`config.mk`:
```
export PLATFORM = sky130hd
export DESIGN_NAME = price_path_iter
export DESIGN_NICKNAME = d
export VERILOG_FILES = /design/src/rtl/price_iter_pkg.sv /design/src/rtl/price_iter_ctrl.sv /design/src/rtl/price_iter_dp.sv /design/src/rtl/price_path_iter.sv
export SDC_FILE = /design/constraint.sdc
export NUM_CORES = 2
export LEC_CHECK = 0
export CAP_MARGIN = 20
export CORE_MARGIN = 3
export CORE_UTILIZATION = 55
export CTS_CLUSTER_SIZE = 30
export DETAILED_ROUTE_END_ITERATION = 7
export DONT_BUFFER_PORTS = 1
export PLACE_DENSITY = 0.7
export REMOVE_ABC_BUFFERS = 1
export SYNTH_ARGS = -nofsm -noshare
export SYNTH_HDL_FRONTEND = slang
export SYNTH_HIERARCHICAL = 1
export SYNTH_SLANG_ARGS = --single-unit
```
`constraint.sdc`:
```
create_clock -name clk -period 23.5 [get_ports clk]
set_input_delay 4.7 -clock clk [delete_from_list [all_inputs] [get_ports clk]]
set_output_delay 4.7 -clock clk [all_outputs]
set_load 0.01 [all_outputs]
```
`src/rtl/price_iter_pkg.sv`:
```
package price_iter_pkg;
  // strobes passed from sequencing control to the arithmetic datapath
  typedef struct packed {
    logic takeCfg;   // capture initial price
    logic loadStart; // load live initial price into feedback register
    logic step;      // apply one update this cycle
    logic finish;    // this update is the last of the path
  } ctrl_t;
endpackage

```
`src/rtl/price_iter_ctrl.sv`:
```
module price_iter_ctrl
  import price_iter_pkg::*;
#(
  parameter int STEP_W = 16
) (
  input  logic              clk,
  input  logic              rst,
  input  logic              startIn,
  input  logic [STEP_W-1:0] nStepsIn,
  output ctrl_t             ctrlStb,
  output logic              outValid
);
  logic              running;
  logic [STEP_W-1:0] stepCnt;
  logic [STEP_W-1:0] lastIdx;
  logic              atLast;

  assign atLast = (stepCnt == lastIdx);

  always_comb begin
    ctrlStb.takeCfg   = startIn;
    ctrlStb.loadStart = startIn;
    ctrlStb.step      = running && !startIn;
    ctrlStb.finish    = running && !startIn && atLast;
  end

  always_ff @(posedge clk) begin
    if (rst) begin
      running  <= 1'b0;
      stepCnt  <= '0;
      lastIdx  <= '0;
      outValid <= 1'b0;
    end else begin
      outValid <= ctrlStb.finish;
      if (startIn) begin
        running <= 1'b1;
        stepCnt <= '0;
        lastIdx <= (nStepsIn == '0) ? '0 : nStepsIn - 1'b1;
      end else if (running) begin
        stepCnt <= atLast ? '0 : stepCnt + 1'b1;
      end
    end
  end
endmodule

```
`src/rtl/price_iter_dp.sv`:
```
module price_iter_dp
  import price_iter_pkg::*;
#(
  parameter int PRICE_W   = 26,
  parameter int COEF_W    = 20,
  parameter int COEF_FRAC = 18,
  parameter int EPS_W     = 16,
  parameter int EPS_FRAC  = 12
) (
  input  logic                     clk,
  input  logic                     rst,
  input  ctrl_t                    ctrlStb,
  input  logic        [PRICE_W-1:0] s0In,
  input  logic signed [COEF_W-1:0]  qIn,
  input  logic signed [COEF_W-1:0]  wIn,
  input  logic signed [EPS_W-1:0]   epsIn,
  output logic        [PRICE_W-1:0] priceQ,
  output logic        [PRICE_W-1:0] s0Q,
  output logic        [PRICE_W-1:0] outPrice
);
  localparam int PROD_W = EPS_W + COEF_W;
  localparam int FACT_W = PROD_W + 2;
  localparam int FULL_W = PRICE_W + 1 + FACT_W;
  localparam logic signed [FACT_W-1:0] ONE = FACT_W'(1 << COEF_FRAC);
  localparam logic signed [FULL_W-1:0] MAXP =
    {{(FULL_W-PRICE_W){1'b0}}, {PRICE_W{1'b1}}};

  logic signed [PROD_W-1:0] diffProd;
  logic signed [PROD_W-1:0] diffTerm;
  logic signed [FACT_W-1:0] factor;
  logic signed [FULL_W-1:0] fullProd;
  logic signed [FULL_W-1:0] scaled;
  logic        [PRICE_W-1:0] nextPrice;

  always_comb begin
    diffProd = PROD_W'(epsIn) * PROD_W'(wIn);
    diffTerm = diffProd >>> EPS_FRAC;
    factor   = ONE + FACT_W'(qIn) + FACT_W'(diffTerm);
    fullProd = $signed({1'b0, priceQ}) * factor;
    scaled   = fullProd >>> COEF_FRAC;
    if (scaled < 0)
      nextPrice = '0;
    else if (scaled > MAXP)
      nextPrice = {PRICE_W{1'b1}};
    else
      nextPrice = scaled[PRICE_W-1:0];
  end

  always_ff @(posedge clk) begin
    if (rst) begin
      priceQ   <= '0;
      s0Q      <= '0;
      outPrice <= '0;
    end else begin
      if (ctrlStb.takeCfg) s0Q <= s0In;
      if (ctrlStb.loadStart) begin
        priceQ <= s0In;
      end else if (ctrlStb.finish) begin
        outPrice <= nextPrice;
        priceQ   <= s0Q;
      end else if (ctrlStb.step) begin
        priceQ <= nextPrice;
      end
    end
  end
endmodule

```
`src/rtl/price_path_iter.sv`:
```
module price_path_iter
  import price_iter_pkg::*;
#(
  parameter int PRICE_W   = 26,
  parameter int COEF_W    = 20,
  parameter int COEF_FRAC = 18,
  parameter int EPS_W     = 16,
  parameter int EPS_FRAC  = 12,
  parameter int STEP_W    = 16
) (
  input  logic                     clk,
  input  logic                     rst,
  input  logic                     startIn,
  input  logic        [PRICE_W-1:0] s0In,
  input  logic        [STEP_W-1:0]  nStepsIn,
  input  logic signed [COEF_W-1:0]  qIn,
  input  logic signed [COEF_W-1:0]  wIn,
  input  logic signed [EPS_W-1:0]   epsIn,
  output logic                     outValid,
  output logic        [PRICE_W-1:0] outPrice
);
  ctrl_t              ctrlStb;
  logic [PRICE_W-1:0] priceQ;
  logic [PRICE_W-1:0] s0Q;

  price_iter_ctrl #(.STEP_W(STEP_W)) ctrl_i (
    .clk(clk), .rst(rst), .startIn(startIn), .nStepsIn(nStepsIn),
    .ctrlStb(ctrlStb), .outValid(outValid)
  );

  price_iter_dp #(
    .PRICE_W(PRICE_W), .COEF_W(COEF_W), .COEF_FRAC(COEF_FRAC),
    .EPS_W(EPS_W), .EPS_FRAC(EPS_FRAC)
  ) dp_i (
    .clk(clk), .rst(rst), .ctrlStb(ctrlStb), .s0In(s0In),
    .qIn(qIn), .wIn(wIn), .epsIn(epsIn),
    .priceQ(priceQ), .s0Q(s0Q), .outPrice(outPrice)
  );
endmodule

```
==> metrics.txt <==
critical setup path kind primary input to flip-flop; HP Start ctrl_i/lastIdx[2]; Design Area, Final 41900 µm²; asr flop ratio synth 0%; Sink Count 112; post-CTS setup buffers 0; total CTS buffers 9; most frequent CP cell fa_1; die width 278.3 µm; clk_lat worst skew 0.36 ns; run status completed; vias per inst 5.779; core area 73210 µm²; hold buffer count at cts 0; final WL 112600 µm; CTS clk-pin slew, worst paths 0.07 ns; gr usage total 29.84%; largest net degree at the start of global routing 65; Final nets 5883; Sum Neg Setup Slack 0 ns; R2R Setup Slk 14.43 ns; Max Fclk 47.82 MHz; synth-to-layout area growth 2.740%; antenna violation net count after detailed routing 0; Initial DRT Pass Iterations 6; max-slew violation count 0; syn_area_per_cell 8.543 µm²; dpl cells 5517; Layout Skew 0.009281 ns; num ports 128; Clock Tree Buf Depth 2; Site Rows 99; clock tree from TritonCTS built; Req. time, crit path 23.77 ns; H-tree depth 3; initial antenna violation count 7; Ys Warns 6; worst hold endpoint ctrl_i/lastIdx[2]; Final Hold Viols 0; maxcap violations 0; worst-path fanout max 15; R2R cell count 24; max incr delay on CP 0.67 ns; DRC viols 0; Port Buf Inserts 0; Synth Instances 4774; CP arrival 21.18 ns; Yosys reg bits 112; Chip Height 278.3 µm; Tightest Hold Check Type flip-flop to flip-flop; Post-Syn Area 40790 µm²; relative slew slack 20.28%; Post-DP HPWL 87250 µm; GR Overflow Total 0; CTS root buf clkbuf_16; Synth cell types 86; CP Launch Type primary input; Critical R2R Launch dp_i/priceQ[7]; layout cells sized above 1 2.645%; routed len/inst 20.31 µm; Post-synth EDFFs 0; post_cts resized 0; First DRT Iteration DRCs 2326; vias in the first global route 33134; ys flop type dfxtp_1; DP Area 41560 µm²; Fill cells 6593; WHS Path Cells 2; RSZ-0062 raised after global routing no; first-pass GRT wire length 182400 µm; crit path capture type flip-flop; worst-margin pin slew 1.196 ns; Initial Util 55.71%; Crit path max-delay family adder cells; via count 32035; reg-to-reg endpoint dp_i/outPrice[10]; post-synthesis sequential area ratio 5.497%; slowest CP cell a211oi_1; worst path bufs/invs 8; Final min period 20.91 ns; final setup vio count 0; die area 77460 µm²; Final period util 88.99%; Final Non-Filler Cells 5543; GP Congestion 0.9591
[layout by cell type (no fill, tap or decap), drive strengths merged, types with 17 or more instances in the layout]
cell type,n
inv,1015
xnor2,81
o311ai,39
nand2b,23
o21ai,82
nand4,27
or4,18
nor2,183
and2,314
xor2,37
nor3,48
a311oi,17
buf,56
a211oi,35
dfxtp,112
nand2,746
nor2b,22
a31oi,38
a21o,34
fa,866
a21oi,107
nand3,48
ha,347
mux2i,32
nor3b,23
or3,17
[final cells by class]
cell class | count | area, µm² | share of cell area [%]
inverters | 1015 | 3810 | 9.092
well taps | 959 | 1200 | 2.864
diodes | 10 | 25.02 | 0.05972
multi-input cells | 3375 | 33880 | 80.86
clock inverters | 5 | 78.83 | 0.1881
clock buffers | 11 | 242.7 | 0.5793
flip-flops and latches | 112 | 2243 | 5.354
repair buffers | 56 | 420.4 | 1.003
[cells in the mapped netlist (all sizes together) (37+ instances only)]
cell	number	share of area, %
a21oi	107	1.3
a31oi	38	0.58
and2	314	4.8
clkbuf	237	2.2
dfxtp	112	5.5
fa	866	43
ha	347	11
inv	1014	9.3
nand2	746	6.9
nand3	48	0.59
nor2	183	1.7
nor3	48	0.59
o21ai	82	1.0
o311ai	39	0.84
xnor2	81	1.7
xor2	37	0.79
[tightest hold or removal path: stages (launching register included)]
cell	delay, ns
dfxtp_1	0.32
nand2_1	0.05
o21ai_0	0.06
[routing by layer]
metal | vias up | GRT usage, % | share of wire [%]
met4 | 0 | 10.82 | 4.3
li1 | 14220 | - | -
met3 | 260 | 4.672 | 8.2
met5 | - | 0 | 0
met1 | 16118 | 39.80 | 39
met2 | 1437 | 49.67 | 48
[kinds of logic after synthesis]
logic type / after synthesis / share of synthesized area [%]
buf+inv: 1287 / 12.07
flops: 112 / 5.497
compound gates: 505 / 8.513
fa+ha+maj: 1213 / 53.15
simple gates: 1506 / 17.42
xor+xnor: 118 / 2.534
mux: 33 / 0.8130
[per-stage QoR]
step                      setup slack (ns)  hold slack [ns]  util (%)
after floorplan                      3.087           0.4443         -
after global placement               2.660           0.4559     56.77
after detailed placement             2.449           0.4641     56.77
after CTS                            2.775           0.4791     57.20
after global routing                 1.875           0.5067     57.23
final                                2.588           0.4724     57.24
[how the worst max path moves through the flow]
| stage | startpoint | to | slack (ns) | depth (start not counted) |
|---|---|---|---|---|
| floorplan | wIn[7] | dp_i/priceQ[0] | 3.09 | 48 |
| global placement | wIn[7] | dp_i/priceQ[6] | 2.66 | 55 |
| detailed placement | wIn[7] | dp_i/priceQ[4] | 2.45 | 55 |
| CTS | wIn[7] | dp_i/outPrice[10] | 2.77 | 53 |
| global route | wIn[7] | dp_i/outPrice[17] | 1.88 | 53 |
| finish | epsIn[15] | dp_i/outPrice[10] | 2.59 | 52 |
[state kept, by name (all words and copies together) (netlist names)]
signal / cells
ctrl_i/lastIdx: 16
ctrl_i/outValid: 1
ctrl_i/running: 1
ctrl_i/stepCnt: 16
dp_i/outPrice: 26
dp_i/priceQ: 26
dp_i/s0Q: 26
Power is left out: the tool's default activity adds up to more than one toggle a clock period on the data nets, which glitch-free logic cannot reach.
